$ cat src/rtl/vid_cfg_pkg.sv
package vid_cfg_pkg;
  localparam int DATA_W   = 8;
  localparam int IDX_W    = 5;
  localparam int MA_W     = 14;
  localparam int HI_W     = MA_W - DATA_W;
  localparam int NUM_WR   = 16;
  localparam int IDX_ST_H = 12;
  localparam int IDX_ST_L = 13;
  localparam int IDX_CU_H = 14;
  localparam int IDX_CU_L = 15;
  localparam int IDX_LP_H = 16;
  localparam int IDX_LP_L = 17;

  // implemented bits of each writable register
  function automatic logic [DATA_W-1:0] reg_mask(input int idx);
    case (idx)
      0, 1, 2, 3, IDX_ST_L, IDX_CU_L: reg_mask = 8'hFF;
      4, 6, 7, 10:                    reg_mask = 8'h7F;
      5, 9, 11:                       reg_mask = 8'h1F;
      8:                              reg_mask = 8'h03;
      IDX_ST_H, IDX_CU_H:             reg_mask = DATA_W'((1 << HI_W) - 1);
      default:                        reg_mask = '0;
    endcase
  endfunction
endpackage

$ cat src/rtl/vid_cfg_bus_if.sv
module vid_cfg_bus_if (
  input  logic clk_i,
  input  logic rst_ni,
  input  logic cs_ni,
  input  logic rs_i,
  input  logic rw_i,
  input  logic en_i,
  output logic wr_idx_o,
  output logic wr_reg_o,
  output logic rd_oe_o
);
  logic en_q, en_fall, wr_sel;

  always_ff @(posedge clk_i or negedge rst_ni)
    if (!rst_ni) en_q <= 1'b0;
    else         en_q <= en_i;

  assign en_fall  = en_q & ~en_i;
  assign wr_sel   = ~cs_ni & ~rw_i & en_fall;
  assign wr_idx_o = wr_sel & ~rs_i;
  assign wr_reg_o = wr_sel & rs_i;
  assign rd_oe_o  = ~cs_ni & rw_i & en_i;
endmodule

$ cat src/rtl/vid_cfg_lpen.sv
module vid_cfg_lpen #(
  parameter int MA_W        = 14,
  parameter int SYNC_STAGES = 2,
  parameter int OFFSET      = 2
) (
  input  logic            clk_i,
  input  logic            rst_ni,
  input  logic            stb_i,
  input  logic [MA_W-1:0] addr_i,
  output logic [MA_W-1:0] lpen_o
);
  logic [SYNC_STAGES:0] sync_q;
  logic                 rise;

  always_ff @(posedge clk_i or negedge rst_ni)
    if (!rst_ni) sync_q <= '0;
    else         sync_q <= {sync_q[SYNC_STAGES-1:0], stb_i};

  assign rise = sync_q[SYNC_STAGES-1] & ~sync_q[SYNC_STAGES];

  always_ff @(posedge clk_i or negedge rst_ni)
    if (!rst_ni)   lpen_o <= '0;
    else if (rise) lpen_o <= addr_i + MA_W'(OFFSET);
endmodule

$ cat src/rtl/vid_cfg_regs.sv
module vid_cfg_regs
  import vid_cfg_pkg::*;
#(
  parameter int SYNC_STAGES = 2,
  parameter int LPEN_OFFSET = 2
) (
  input  logic            clk_i,
  input  logic            rst_ni,
  input  logic            cs_ni,
  input  logic            rs_i,
  input  logic            rw_i,
  input  logic            en_i,
  input  logic [7:0]      wdata_i,
  output logic [7:0]      rdata_o,
  output logic            rdata_oe_o,
  input  logic [13:0]     refresh_addr_i,
  input  logic            lpen_stb_i,
  output logic [7:0]      h_total_o,
  output logic [7:0]      h_disp_o,
  output logic [7:0]      h_sync_pos_o,
  output logic [7:0]      sync_width_o,
  output logic [6:0]      v_total_o,
  output logic [4:0]      v_adjust_o,
  output logic [6:0]      v_disp_o,
  output logic [6:0]      v_sync_pos_o,
  output logic [1:0]      scan_mode_o,
  output logic [4:0]      max_raster_o,
  output logic [1:0]      cursor_blink_o,
  output logic [4:0]      cursor_start_o,
  output logic [4:0]      cursor_end_o,
  output logic [13:0]     start_addr_o,
  output logic [13:0]     cursor_addr_o
);
  logic              wr_idx, wr_reg, rd_oe;
  logic [IDX_W-1:0]  addr_q;
  logic [DATA_W-1:0] regs_q [NUM_WR];
  logic [MA_W-1:0]   lpen_q;
  logic [DATA_W-1:0] rd_mux;

  vid_cfg_bus_if u_bus (
    .clk_i, .rst_ni, .cs_ni, .rs_i, .rw_i, .en_i,
    .wr_idx_o(wr_idx), .wr_reg_o(wr_reg), .rd_oe_o(rd_oe)
  );

  vid_cfg_lpen #(.MA_W(MA_W), .SYNC_STAGES(SYNC_STAGES), .OFFSET(LPEN_OFFSET)) u_lpen (
    .clk_i, .rst_ni, .stb_i(lpen_stb_i), .addr_i(refresh_addr_i), .lpen_o(lpen_q)
  );

  always_ff @(posedge clk_i or negedge rst_ni)
    if (!rst_ni)     addr_q <= '0;
    else if (wr_idx) addr_q <= wdata_i[IDX_W-1:0];

  always_ff @(posedge clk_i or negedge rst_ni) begin
    if (!rst_ni) begin
      for (int i = 0; i < NUM_WR; i++) regs_q[i] <= '0;
    end else if (wr_reg) begin
      for (int i = 0; i < NUM_WR; i++)
        if (addr_q == IDX_W'(i)) regs_q[i] <= wdata_i & reg_mask(i);
    end
  end

  always_comb begin
    rd_mux = '0;
    if (rs_i) begin
      case (int'(addr_q))
        IDX_CU_H: rd_mux = regs_q[IDX_CU_H];
        IDX_CU_L: rd_mux = regs_q[IDX_CU_L];
        IDX_LP_H: rd_mux = DATA_W'(lpen_q[MA_W-1:DATA_W]);
        IDX_LP_L: rd_mux = lpen_q[DATA_W-1:0];
        default:  rd_mux = '0;
      endcase
    end
  end

  assign rdata_oe_o = rd_oe;
  assign rdata_o    = rd_oe ? rd_mux : '0;

  assign h_total_o      = regs_q[0];
  assign h_disp_o       = regs_q[1];
  assign h_sync_pos_o   = regs_q[2];
  assign sync_width_o   = regs_q[3];
  assign v_total_o      = regs_q[4][6:0];
  assign v_adjust_o     = regs_q[5][4:0];
  assign v_disp_o       = regs_q[6][6:0];
  assign v_sync_pos_o   = regs_q[7][6:0];
  assign scan_mode_o    = regs_q[8][1:0];
  assign max_raster_o   = regs_q[9][4:0];
  assign cursor_blink_o = regs_q[10][6:5];
  assign cursor_start_o = regs_q[10][4:0];
  assign cursor_end_o   = regs_q[11][4:0];
  assign start_addr_o   = {regs_q[IDX_ST_H][HI_W-1:0], regs_q[IDX_ST_L]};
  assign cursor_addr_o  = {regs_q[IDX_CU_H][HI_W-1:0], regs_q[IDX_CU_L]};
endmodule

$ cat config.mk
export PLATFORM = sky130hd
export DESIGN_NAME = vid_cfg_regs
export DESIGN_NICKNAME = d
export VERILOG_FILES = /design/src/rtl/vid_cfg_pkg.sv /design/src/rtl/vid_cfg_bus_if.sv /design/src/rtl/vid_cfg_lpen.sv /design/src/rtl/vid_cfg_regs.sv
export SDC_FILE = /design/constraint.sdc
export NUM_CORES = 1
export LEC_CHECK = 0
export ABC_AREA = 1
export BUFFER_PORTS_ARGS = -buffer_cell sky130_fd_sc_hd__buf_2
export CAP_MARGIN = 20
export CORE_UTILIZATION = 56
export DETAILED_ROUTE_END_ITERATION = 8
export HOLD_SLACK_MARGIN = 0.12
export PLACE_DENSITY = 0.85
export RECOVER_POWER = 50
export SYNTH_ARGS = -nofsm -noshare
export SYNTH_HDL_FRONTEND = slang
export SYNTH_HIERARCHICAL = 1
export SYNTH_SLANG_ARGS = --single-unit
$ cat constraint.sdc
create_clock -name clk_i -period 2.5 [get_ports clk_i]
set_clock_uncertainty 0.1 [all_clocks]
set_input_delay 0.125 -clock clk_i [delete_from_list [all_inputs] [get_ports clk_i]]
set_output_delay 0.125 -clock clk_i [all_outputs]
set_load 0.005 [all_outputs]
==> flow_summary_export.csv <==
group,metric,value,unit
logic_synthesis,synth_ff_type,"dfrtp_1",
final_layout,fillers,525,
grt,grt_pass1_vias,5362,
die,core_area,0.00885,mm2
pwr,finalPower,5.73,mW
timing,setup_viol,0,
die,pin_count,143,
clocking,cts_tree,"yes",
logic_synthesis,syn_nets,613,
final_layout,fin_cells,896,
grt,grt-ovfl-total,0,
critical_path,worstPathArrival,2.23,ns
critical_path,cp.required,2.28,ns
clocking,cts_made_buffers,17,
grt,grtUsageTotal,38.0,%
logic_synthesis,synth_top_cell_by_area,"dfrtp_1",
critical_path,endpoint_kind,"primary output",
clocking,clkSinkCount,128,
logic_synthesis,ys_warn_count,6,
critical_path,cp-start-kind,"flop",
placed_design,io_buffers,142,
final_layout,antennaDiodeCount,0,
die,rows,34,
critical_path,crit_slowest_cell,"dfrtp_1",
final_layout,nNetsFinal,805,
timing,maxSlewViolCount,0,
die,initial_core_util,58.8,%
logic_synthesis,synth.cell_area,0.00520,mm2
clocking,root_buffer,"clkbuf_8",
clocking,clk_pin_slew,0.06,ns
drt,viasPerCell,6.05,
placed_design,dpl.hpwl,9530,um
logic_synthesis,synth_area_per_cell,8.92,um2
placed_design,place_congestion,0.884,
final_layout,drive_gt1_share,22.1,%
logic_synthesis,synth_edf_count,0,
critical_path,max_stage_delay,0.53,ns
drt,dr.pass1.iters,9,
die,die_area,0.00967,mm2
logic_synthesis,syn_inst,583,
pwr,powerDensity,803,mW/mm2
critical_path,crit_top_cell,"nor2_1",
drt,vias,5420,
status,status,"finished, violations left",
drt,drt_iter0_markers,528,
timing,period_minus_slack,2.45,ns
clocking,htreeDepth,4,
clocking,post_cts_buffers,0,
pwr,irDropWorstVdd,0.588,mV
drt,routed_wl,17600,um
final_layout,syn2layout_area_growth,37.2,%
logic_synthesis,ys_seq_elements,128,
logic_synthesis,synth_top_cells_by_count,"nand2_1 (190), dfrtp_1 (128), o21ai_0 (89)",
logic_synthesis,synth_cell_type_count,19,
placed_design,place_inst,812,
grt,grt_max_degree,69,
drt,drc,9,
clocking,clockBufferDepth,2,
die,die_height,98.4,um
timing,finalCritPeriodShare,98.0,%
pwr,p_leak,3.67,nW
logic_synthesis,yosysMostFrequentCell,"nand2_1",
grt,antenna_found_initial,0,
timing,fmax,0.408,GHz
status,violations,"DRC",
die,die_w,98.4,um
timing,worst_slew_pin_slew,1.21,ns
drt,antenna_left,0,
min_path,hp-class,"in -> reg",
flow_run,maxCapViolCount,0,
logic_synthesis,synth_async_sr_flop_share,100,%
grt,grt_pass1_wl,27400,um
logic_synthesis,netlist_top_cells_area,"dfrtp_1 (62%), nand2_1 (14%), o21ai_0 (8.6%)",
critical_path,crit_type,"reg -> out",
timing,hold_violations,0,
critical_path,critical_path.cell_chain,"inv_2 -> nor2_1 -> nand3_1 -> nand2_1 -> nor2_1 -> nor2_1 -> buf_2",
final_layout,final_util,80.7,%
logic_synthesis,yosysSeqAreaShare,61.6,%
logic_synthesis,post-synth-top-area-fraction,61.6,%
critical_path,crit_fanout,7,
drt,wl_per_cell,19.6,um
clocking,clock_latency,0.54,ns
timing,relSlewSlack,19.0,%
registers in the layout, summed over array words and instances (netlist names), 7 cells and up:
signal and count:
h_disp_o 8, u_lpen/lpen_o 14, h_total_o 8, cursor_addr_o 14, start_addr_o 14, v_disp_o 7, h_sync_pos_o 8, v_total_o 7
sync_width_o 8, v_sync_pos_o 7
worst max-delay path: cells and delay by family, from the launching register on:
kind / cells / cell delay, ns
DFF: 1 / 0.53
buffers and inverters: 2 / 0.27
and+or+nand+nor: 5 / 0.89
repair_timing:
action                                  in CTS  in global routing
hold buffers                                53                  0
resized for setup                            0                  8
hold endpoints to repair                   194                  0
endpoints found under the setup margin       0                 16
through the flow:
step           setup TNS, ns  setup WS, ns  hold slack [ns]  instance area [um2]
2_1_floorplan              0         0.935           -0.271                 5200
3_3_place_gp               0         0.742           0.0205                 5990
3_5_place_dp               0         0.587           0.0278                 5990
4_1_cts                    0        0.0770            0.132                 7170
5_1_grt            -0.000715     -0.000715            0.150                 7140
6_report                   0        0.0498            0.137                 7140
cell families after synthesis:
family	Yosys count	share of synthesized area, %
adders and majority gates	1	0.241
and+or+nand+nor	279	22.2
AOI/OAI and AO/OA	118	11.5
DFF	128	61.6
xor gates and xnor gates	3	0.505
buffers and inverters	54	4.02
per-layer routing:
| layer | GRT usage [%] | vias up | routed length, um |
|---|---|---|---|
| met2 | 62.1 | 419 | 8630 |
| met3 | 11.5 | 114 | 1670 |
| met1 | 42.9 | 2597 | 6160 |
| met4 | 26.6 | 0 | 1100 |
| met5 | 0 | - | 0 |
| li1 | - | 2290 | - |
path summary, 6_finish.rpt:
check	slack [ns]	endpoint	depth (start not counted)	startpoint
worst min register to register	0.25	u_lpen/sync_q[1]	0	u_lpen/sync_q[0]
max in group asynchronous	0.54	h_disp_o[6]	4	rst_ni
min in group asynchronous	0.98	start_addr_o[11]	4	rst_ni
worst max-delay path	0.05	rdata_o[1]	7	addr_q[1]
worst min-delay path	0.14	u_lpen/sync_q[0]	2	lpen_stb_i
worst max register to register	0.08	addr_q[4]	8	u_bus/en_q
power by group:
group,switching [mW],internal [mW]
sequential,0.139,2.22
clock,0.977,1.75
combinational,0.404,0.244
total,1.52,4.21
final cells by class:
| class | count | area [um2] | share of cell area (%) |
|---|---|---|---|
| well taps | 108 | 135 | 1.89 |
| multi-input cells | 401 | 1820 | 25.5 |
| inverters | 29 | 109 | 1.53 |
| clock buffers | 19 | 432 | 6.05 |
| repair buffers | 198 | 1230 | 17.3 |
| clock inverters | 13 | 209 | 2.93 |
| flip-flops and latches | 128 | 3200 | 44.9 |
cell usage in the layout, fill, tap and decap left out, types with 2 or more instances in the layout:
cell type      instances
a21o_1                 2
buf_2                125
buf_4                  2
bufinv_16              5
clkbuf_1              19
clkbuf_16             16
clkbuf_8               2
clkinv_2               2
clkinv_4               2
clkinvlp_4             3
dfrtp_1              128
dlygate4sd3_1         51
inv_1                 28
nand2_1              190
nand3_1               30
nand4_1               14
nor2_1                32
nor2_2                 5
nor2_4                 3
nor3_2                 3
o21ai_0               89
o21ai_1               26
xor2_1                 3
(Power assumes the default switching activity.)
